===== config.mk =====
export PLATFORM = sky130hd
export DESIGN_NAME = bus_term_ctrl
export DESIGN_NICKNAME = d
export VERILOG_FILES = /design/src/rtl/bus_term_pkg.sv /design/src/rtl/bt_sync.sv /design/src/rtl/bt_monitor.sv /design/src/rtl/bt_decode.sv /design/src/rtl/bus_term_ctrl.sv
export SDC_FILE = /design/constraint.sdc
export NUM_CORES = 1
export LEC_CHECK = 0
export ABC_AREA = 0
export CAP_MARGIN = 40
export CORE_AREA = 2 2 70 72
export DETAILED_ROUTE_END_ITERATION = 16
export DIE_AREA = 0 0 72 74
export PLACE_DENSITY = 0.93
export SKIP_CTS_REPAIR_TIMING = 1
export SYNTH_ARGS = -nofsm -noshare
export SYNTH_HDL_FRONTEND = slang
export SYNTH_SLANG_ARGS = --single-unit

===== constraint.sdc =====
create_clock -name clk -period 4.2 [get_ports clk]
set_clock_uncertainty 0.05 [all_clocks]
set_input_delay 0.84 -clock clk [delete_from_list [all_inputs] [get_ports clk]]
set_output_delay 0.84 -clock clk [all_outputs]
set_load 0.1 [all_outputs]

===== src/rtl/bus_term_pkg.sv =====
package bus_term_pkg;

    typedef enum logic [1:0] {
        TERM_NORMAL = 2'd0,
        TERM_HALT   = 2'd1,
        TERM_BERR   = 2'd2,
        TERM_RETRY  = 2'd3
    } term_e;

    typedef enum logic [2:0] {
        ST_IDLE, ST_S0, ST_S1, ST_S2, ST_S3, ST_S4, ST_S5, ST_HOLD
    } bus_st_e;

    // active-high view of the three slave lines
    typedef struct packed {
        logic halt;
        logic berr;
        logic ack;
    } strb_t;

endpackage


===== src/rtl/bt_sync.sv =====
module bt_sync #(
    parameter int WIDTH = 3,
    parameter logic RST_VAL = 1'b1
) (
    input  logic             clk,
    input  logic             rst_n,
    input  logic [WIDTH-1:0] din,
    output logic [WIDTH-1:0] dout
);
    for (genvar i = 0; i < WIDTH; i++) begin : g_bit
        logic meta_q, sync_q;
        always_ff @(posedge clk or negedge rst_n) begin
            if (!rst_n) begin
                meta_q <= RST_VAL;
                sync_q <= RST_VAL;
            end else begin
                meta_q <= din[i];
                sync_q <= meta_q;
            end
        end
        assign dout[i] = sync_q;
    end
endmodule


===== src/rtl/bt_monitor.sv =====
module bt_monitor #(
    parameter int TMO_CYC = 16
) (
    input  logic clk,
    input  logic rst_n,
    input  logic strobe_on,
    output logic expired
);
    localparam int CW = $clog2(TMO_CYC + 1);
    localparam logic [CW-1:0] LIMIT = CW'(TMO_CYC);

    logic [CW-1:0] cnt_d, cnt_q;

    always_comb begin
        cnt_d = cnt_q;
        if (!strobe_on)         cnt_d = '0;
        else if (cnt_q < LIMIT) cnt_d = cnt_q + 1'b1;
    end

    always_ff @(posedge clk or negedge rst_n) begin
        if (!rst_n) cnt_q <= '0;
        else        cnt_q <= cnt_d;
    end

    assign expired = strobe_on && (cnt_q >= LIMIT);


    cnt_sat_chk: assert property (@(posedge clk) disable iff (!rst_n)
        cnt_q <= LIMIT);
endmodule


===== src/rtl/bt_decode.sv =====
module bt_decode
    import bus_term_pkg::*;
(
    input  strb_t smp_n,
    input  strb_t smp_n2,
    output term_e code
);
    always_comb begin
        if (smp_n.berr)
            code = smp_n.halt ? TERM_RETRY : TERM_BERR;
        else if (smp_n2.berr)
            code = smp_n2.halt ? TERM_RETRY : TERM_BERR;
        else if (smp_n.halt)
            code = TERM_HALT;
        else
            code = TERM_NORMAL;
    end
endmodule


===== src/rtl/bus_term_ctrl.sv =====
module bus_term_ctrl
    import bus_term_pkg::*;
#(
    parameter int ADDR_W  = 24,
    parameter int TMO_CYC = 16
) (
    input  logic              clk,
    input  logic              rst_n,
    input  logic              cyc_start,
    input  logic [ADDR_W-1:0] cyc_addr,
    input  logic              cyc_write,
    input  logic [1:0]        cyc_size,
    input  logic              ack_n,
    input  logic              berr_n,
    input  logic              halt_n,
    output logic              cyc_ready,
    output logic              as_n,
    output logic [ADDR_W-1:0] bus_addr,
    output logic              bus_write,
    output logic [1:0]        bus_size,
    output logic              term_valid,
    output logic [1:0]        term_code,
    output logic              berr_req,
    output logic              retry_req,
    output logic              halted
);
    typedef struct packed {
        bus_st_e           st;
        logic [ADDR_W-1:0] addr;
        logic              wr;
        logic [1:0]        size;
        strb_t             smp;
        term_e             code;
        logic              tv;
        logic              berr_rq;
        logic              retry_rq;
        logic              again;
    } ctl_t;

    ctl_t  d, q;
    logic  [2:0] syn_n;
    strb_t syn;
    logic  strobe_on, expired;
    term_e dec_code;

    bt_sync #(.WIDTH(3), .RST_VAL(1'b1)) u_sync (
        .clk  (clk),
        .rst_n(rst_n),
        .din  ({halt_n, berr_n, ack_n}),
        .dout (syn_n)
    );
    assign syn = ~syn_n;

    assign strobe_on = (q.st == ST_S1) || (q.st == ST_S2) ||
                       (q.st == ST_S3) || (q.st == ST_S4);

    bt_monitor #(.TMO_CYC(TMO_CYC)) u_mon (
        .clk      (clk),
        .rst_n    (rst_n),
        .strobe_on(strobe_on),
        .expired  (expired)
    );

    bt_decode u_dec (
        .smp_n (q.smp),
        .smp_n2(syn),
        .code  (dec_code)
    );

    always_comb begin
        d          = q;
        d.tv       = 1'b0;
        d.berr_rq  = 1'b0;
        d.retry_rq = 1'b0;
        case (q.st)
            ST_IDLE: if (cyc_start) begin
                d.addr = cyc_addr;
                d.wr   = cyc_write;
                d.size = cyc_size;
                d.st   = ST_S0;
            end
            ST_S0: begin
                d.again = 1'b0;
                d.st    = ST_S1;
            end
            ST_S1: d.st = ST_S2;
            ST_S2: if (syn.ack || syn.berr || expired) begin
                d.smp.ack  = syn.ack;
                d.smp.berr = syn.berr || (expired && !syn.ack);
                d.smp.halt = syn.halt;
                d.st       = ST_S3;
            end
            ST_S3: d.st = ST_S4;
            ST_S4: begin
                d.code     = dec_code;
                d.tv       = 1'b1;
                d.berr_rq  = (dec_code == TERM_BERR);
                d.retry_rq = (dec_code == TERM_RETRY);
                d.again    = (dec_code == TERM_RETRY);
                d.st       = ST_S5;
            end
            ST_S5: d.st = ((q.code == TERM_HALT) || (q.code == TERM_RETRY))
                          ? ST_HOLD : ST_IDLE;
            ST_HOLD: if (!syn.halt) d.st = q.again ? ST_S0 : ST_IDLE;
            default: d.st = ST_IDLE;
        endcase
    end

    always_ff @(posedge clk or negedge rst_n) begin
        if (!rst_n) begin
            q      <= '0;
            q.st   <= ST_IDLE;
            q.code <= TERM_NORMAL;
        end else begin
            q <= d;
        end
    end

    assign cyc_ready  = (q.st == ST_IDLE);
    assign as_n       = !strobe_on;
    assign bus_addr   = q.addr;
    assign bus_write  = q.wr;
    assign bus_size   = q.size;
    assign term_valid = q.tv;
    assign term_code  = q.code;
    assign berr_req   = q.berr_rq;
    assign retry_req  = q.retry_rq;
    assign halted     = (q.st == ST_HOLD);


    term_pulse_chk: assert property (@(posedge clk) disable iff (!rst_n)
        term_valid |=> !term_valid);

    berr_req_chk: assert property (@(posedge clk) disable iff (!rst_n)
        berr_req |-> (term_valid && term_code == TERM_BERR));

    retry_req_chk: assert property (@(posedge clk) disable iff (!rst_n)
        retry_req |-> (term_valid && term_code == TERM_RETRY));

    halted_strobe_chk: assert property (@(posedge clk) disable iff (!rst_n)
        halted |-> as_n);

    addr_stable_chk: assert property (@(posedge clk) disable iff (!rst_n)
        (!as_n && $past(!as_n)) |-> ($stable(bus_addr) && $stable(bus_write)
                                     && $stable(bus_size)));
endmodule


==> flow_metrics.py <==
metrics = {
    "sta": {
        "setup_tns_ns": 0,
        "period_minus_slack_ns": 2.78,
        "grt_setup_unrepaired": "no",
        "slew_headroom_pct": 59.1,
        "timing.fmax_ghz": 0.359,
        "period_share_pct": 66.2,
        "tightest_slew_ns": 0.613,
        "slew_viol_final": 0,
        "setup_viol": 0,
        "hold_viol": 0,
    },
    "floorplanning": {
        "boundaryPins": 68,
        "fp.coreArea_um2": 4600,
        "start_util_pct": 48.7,
        "dieArea_um2": 5330,
        "die-width_um": 72,
        "rows": 25,
        "die_height_um": 74,
    },
    "setup_path": {
        "cp_max_fo": 16,
        "timing.rr.end": "q[38]$_DFFE_PN0P_",
        "r2r_setup_slack_ns": 2.06,
        "crit_type": "flop to output pin",
        "ff2ff_path_depth": 6,
        "endpoint_kind": "output pin",
        "crit_path_start_kind": "flop",
        "cp.arrival_ns": 1.89,
        "worstPathCellList": "nand3_1 > inv_1 > clkdlybuf4s50_1 > buf_8",
        "cpMaxStageDelayCell": "dfrtp_1",
        "cpPeakStageDelay_ns": 0.62,
        "regToRegStartpoint": "q[37]$_DFFE_PN0P_",
        "cp.required_ns": 3.31,
    },
    "synth": {
        "synth_cell_types": 35,
        "ys_async_sr_fraction_pct": 100,
        "synthCells": 182,
        "syn_nets": 219,
        "seq_area_frac_synth_pct": 55.1,
        "ys_ff_latch": 49,
        "synth_edf_count": 0,
        "ys.flop_type": "dfrtp_1",
        "postSynthAreaPerCell_um2": 12.3,
        "yosysWarnings": 0,
        "syn_area_um2": 2240,
    },
    "worst_hold_path": {
        "hold_path.class": "flop to flop",
        "min_path_cells": 0,
        "hold_end": "u_sync.g_bit[1].sync_q$_DFF_PN1_",
        "min_from": "u_sync.g_bit[1].meta_q$_DFF_PN1_",
    },
    "cells_and_area": {
        "area_delta_synth_final_pct": 50.4,
        "diodes": 0,
        "final_nets": 295,
        "drive_gt1_share_pct": 21.2,
    },
    "global_routing": {
        "grt_pass1_vias": 1619,
        "grt_pass1_wl_mm": 7.22,
        "antenna_found_initial": 0,
        "grt-ovfl-total": 0,
        "track_usage_pct": 17.5,
        "grt_max_degree": 28,
    },
    "route": {
        "vias_per_cell": 4.99,
        "drcViolationCount": 0,
        "drt_wl_total_mm": 4.36,
        "drt_iter0_markers": 59,
        "avgRoutedWirePerCell_um": 13.9,
        "vias": 1562,
        "postRouteAntennaNets": 0,
        "dr.pass1.iters": 4,
    },
    "place": {
        "io_buffer_count": 67,
        "post-dp-hpwl_mm": 3.37,
        "gp_congestion": 0.853,
    },
    "clock_network": {
        "cts-buffers-inserted": 5,
        "cts.sinks": 49,
        "htreeDepth": 2,
        "clk_pin_slew_ns": 0.09,
        "clk_path_buf_depth": 2,
        "worstSkewPairLatency_ns": 0.28,
        "root_buffer": "clkbuf_8",
        "cts_tree": "yes",
    },
    "flow_run": {
        "cap_viol_max_count": 0,
    },
    "outcome": {
        "status": "finished, final reports clean",
    },
}
[worst max-delay path by stage]
stage                            endpoint  slack [ns]         startpoint  cells after the start
global placement                   halted        1.36  q[38]$_DFFE_PN0P_                      3
floorplan           bus_write$_DFFE_PN0P_        1.48  q[37]$_DFFE_PN0P_                      5
CTS                                halted        1.42  q[38]$_DFFE_PN0P_                      4
global route                       halted        1.28  q[38]$_DFFE_PN0P_                      4
finish                             halted        1.42  q[38]$_DFFE_PN0P_                      4
detailed placement                 halted        1.74  q[38]$_DFFE_PN0P_                      4
[kinds of logic after synthesis]
logic type	share of synthesized area, %
AND/OR/NAND/NOR	7.77
XOR/XNOR	1.17
AO/OA/AOI/OAI	6.32
adder cells (fa/ha/maj)	2.24
flip-flops	55.1
multiplexers	14.5
buffers and inverters	12.9
[flip-flops by register name, indices dropped and copies added (netlist names)]
signal,flops
berr_req,1
bus_addr,24
bus_size,2
bus_write,1
q,6
retry_req,1
term_code,2
term_valid,1
u_mon.cnt_q,5
u_sync.g_bit.meta_q,3
u_sync.g_bit.sync_q,3
[worst max-delay path: cells and delay by family, from the launching register on]
family | cells | cell delay (ns)
AND/OR/NAND/NOR | 1 | 0.19
flip-flops | 1 | 0.62
buffers and inverters | 3 | 0.79
[per-layer routing]
| metal | track usage (%) | part of all wire, % | wire [um] |
|---|---|---|---|
| met3 | 5.01 | 6.4 | 278 |
| met5 | 0 | 0 | 0 |
| met2 | 32.6 | 54 | 2340 |
| met4 | 3.14 | 0.48 | 21 |
| met1 | 20.4 | 39 | 1720 |
[layout by cell type, fill, tap and decap left out, drive strengths merged, types with 6 or more instances in the layout]
cell and count:
clkdlybuf4s50 65, dfrtp 43, buf 38, mux2 27
nor2 8, o21ai 8, clkbuf 7, inv 7
dfstp 6, nor3 6
[cells in the mapped netlist, types with 3 or more instances]
cell / number / area [um2]
dfstp_2: 6 / 158
nand2_1: 5 / 18.8
nor3_1: 5 / 25.0
inv_1: 6 / 22.5
nor2_1: 8 / 30.0
mux2_1: 27 / 304
buf_4: 29 / 218
o21ai_0: 6 / 30.0
nand3_1: 3 / 15.0
buf_6: 3 / 33.8
a21oi_1: 5 / 25.0
dfrtp_1: 43 / 1080
o22ai_1: 3 / 18.8
ha_1: 4 / 50.1
nor2b_1: 3 / 18.8
[per-stage QoR]
stage | setup WS (ns) | hold WS, ns | util, % | instance area, um2 | cells
floorplan | 1.48 | 0.295 | - | 2240 | 182
global placement | 1.36 | 0.297 | 59.0 | 2710 | 270
detailed placement | 1.74 | 0.297 | 71.0 | 3260 | 305
CTS | 1.42 | 0.304 | 73.2 | 3370 | 313
global route | 1.28 | 0.301 | 73.2 | 3370 | 313
finish | 1.42 | 0.299 | 73.2 | 3370 | 313
[area by class of cell]
class	instances	area, um2
repair buffers	103	1220
flip-flops and latches	49	1230
clock buffers	7	96.3
fillers	290	1230
inverters	7	26.3
clock inverters	1	5.00
multi-input cells	92	716
well taps	54	67.6
Power is not shown: default switching activity piles up to over one toggle a cycle in this logic, so the estimate is an artifact.
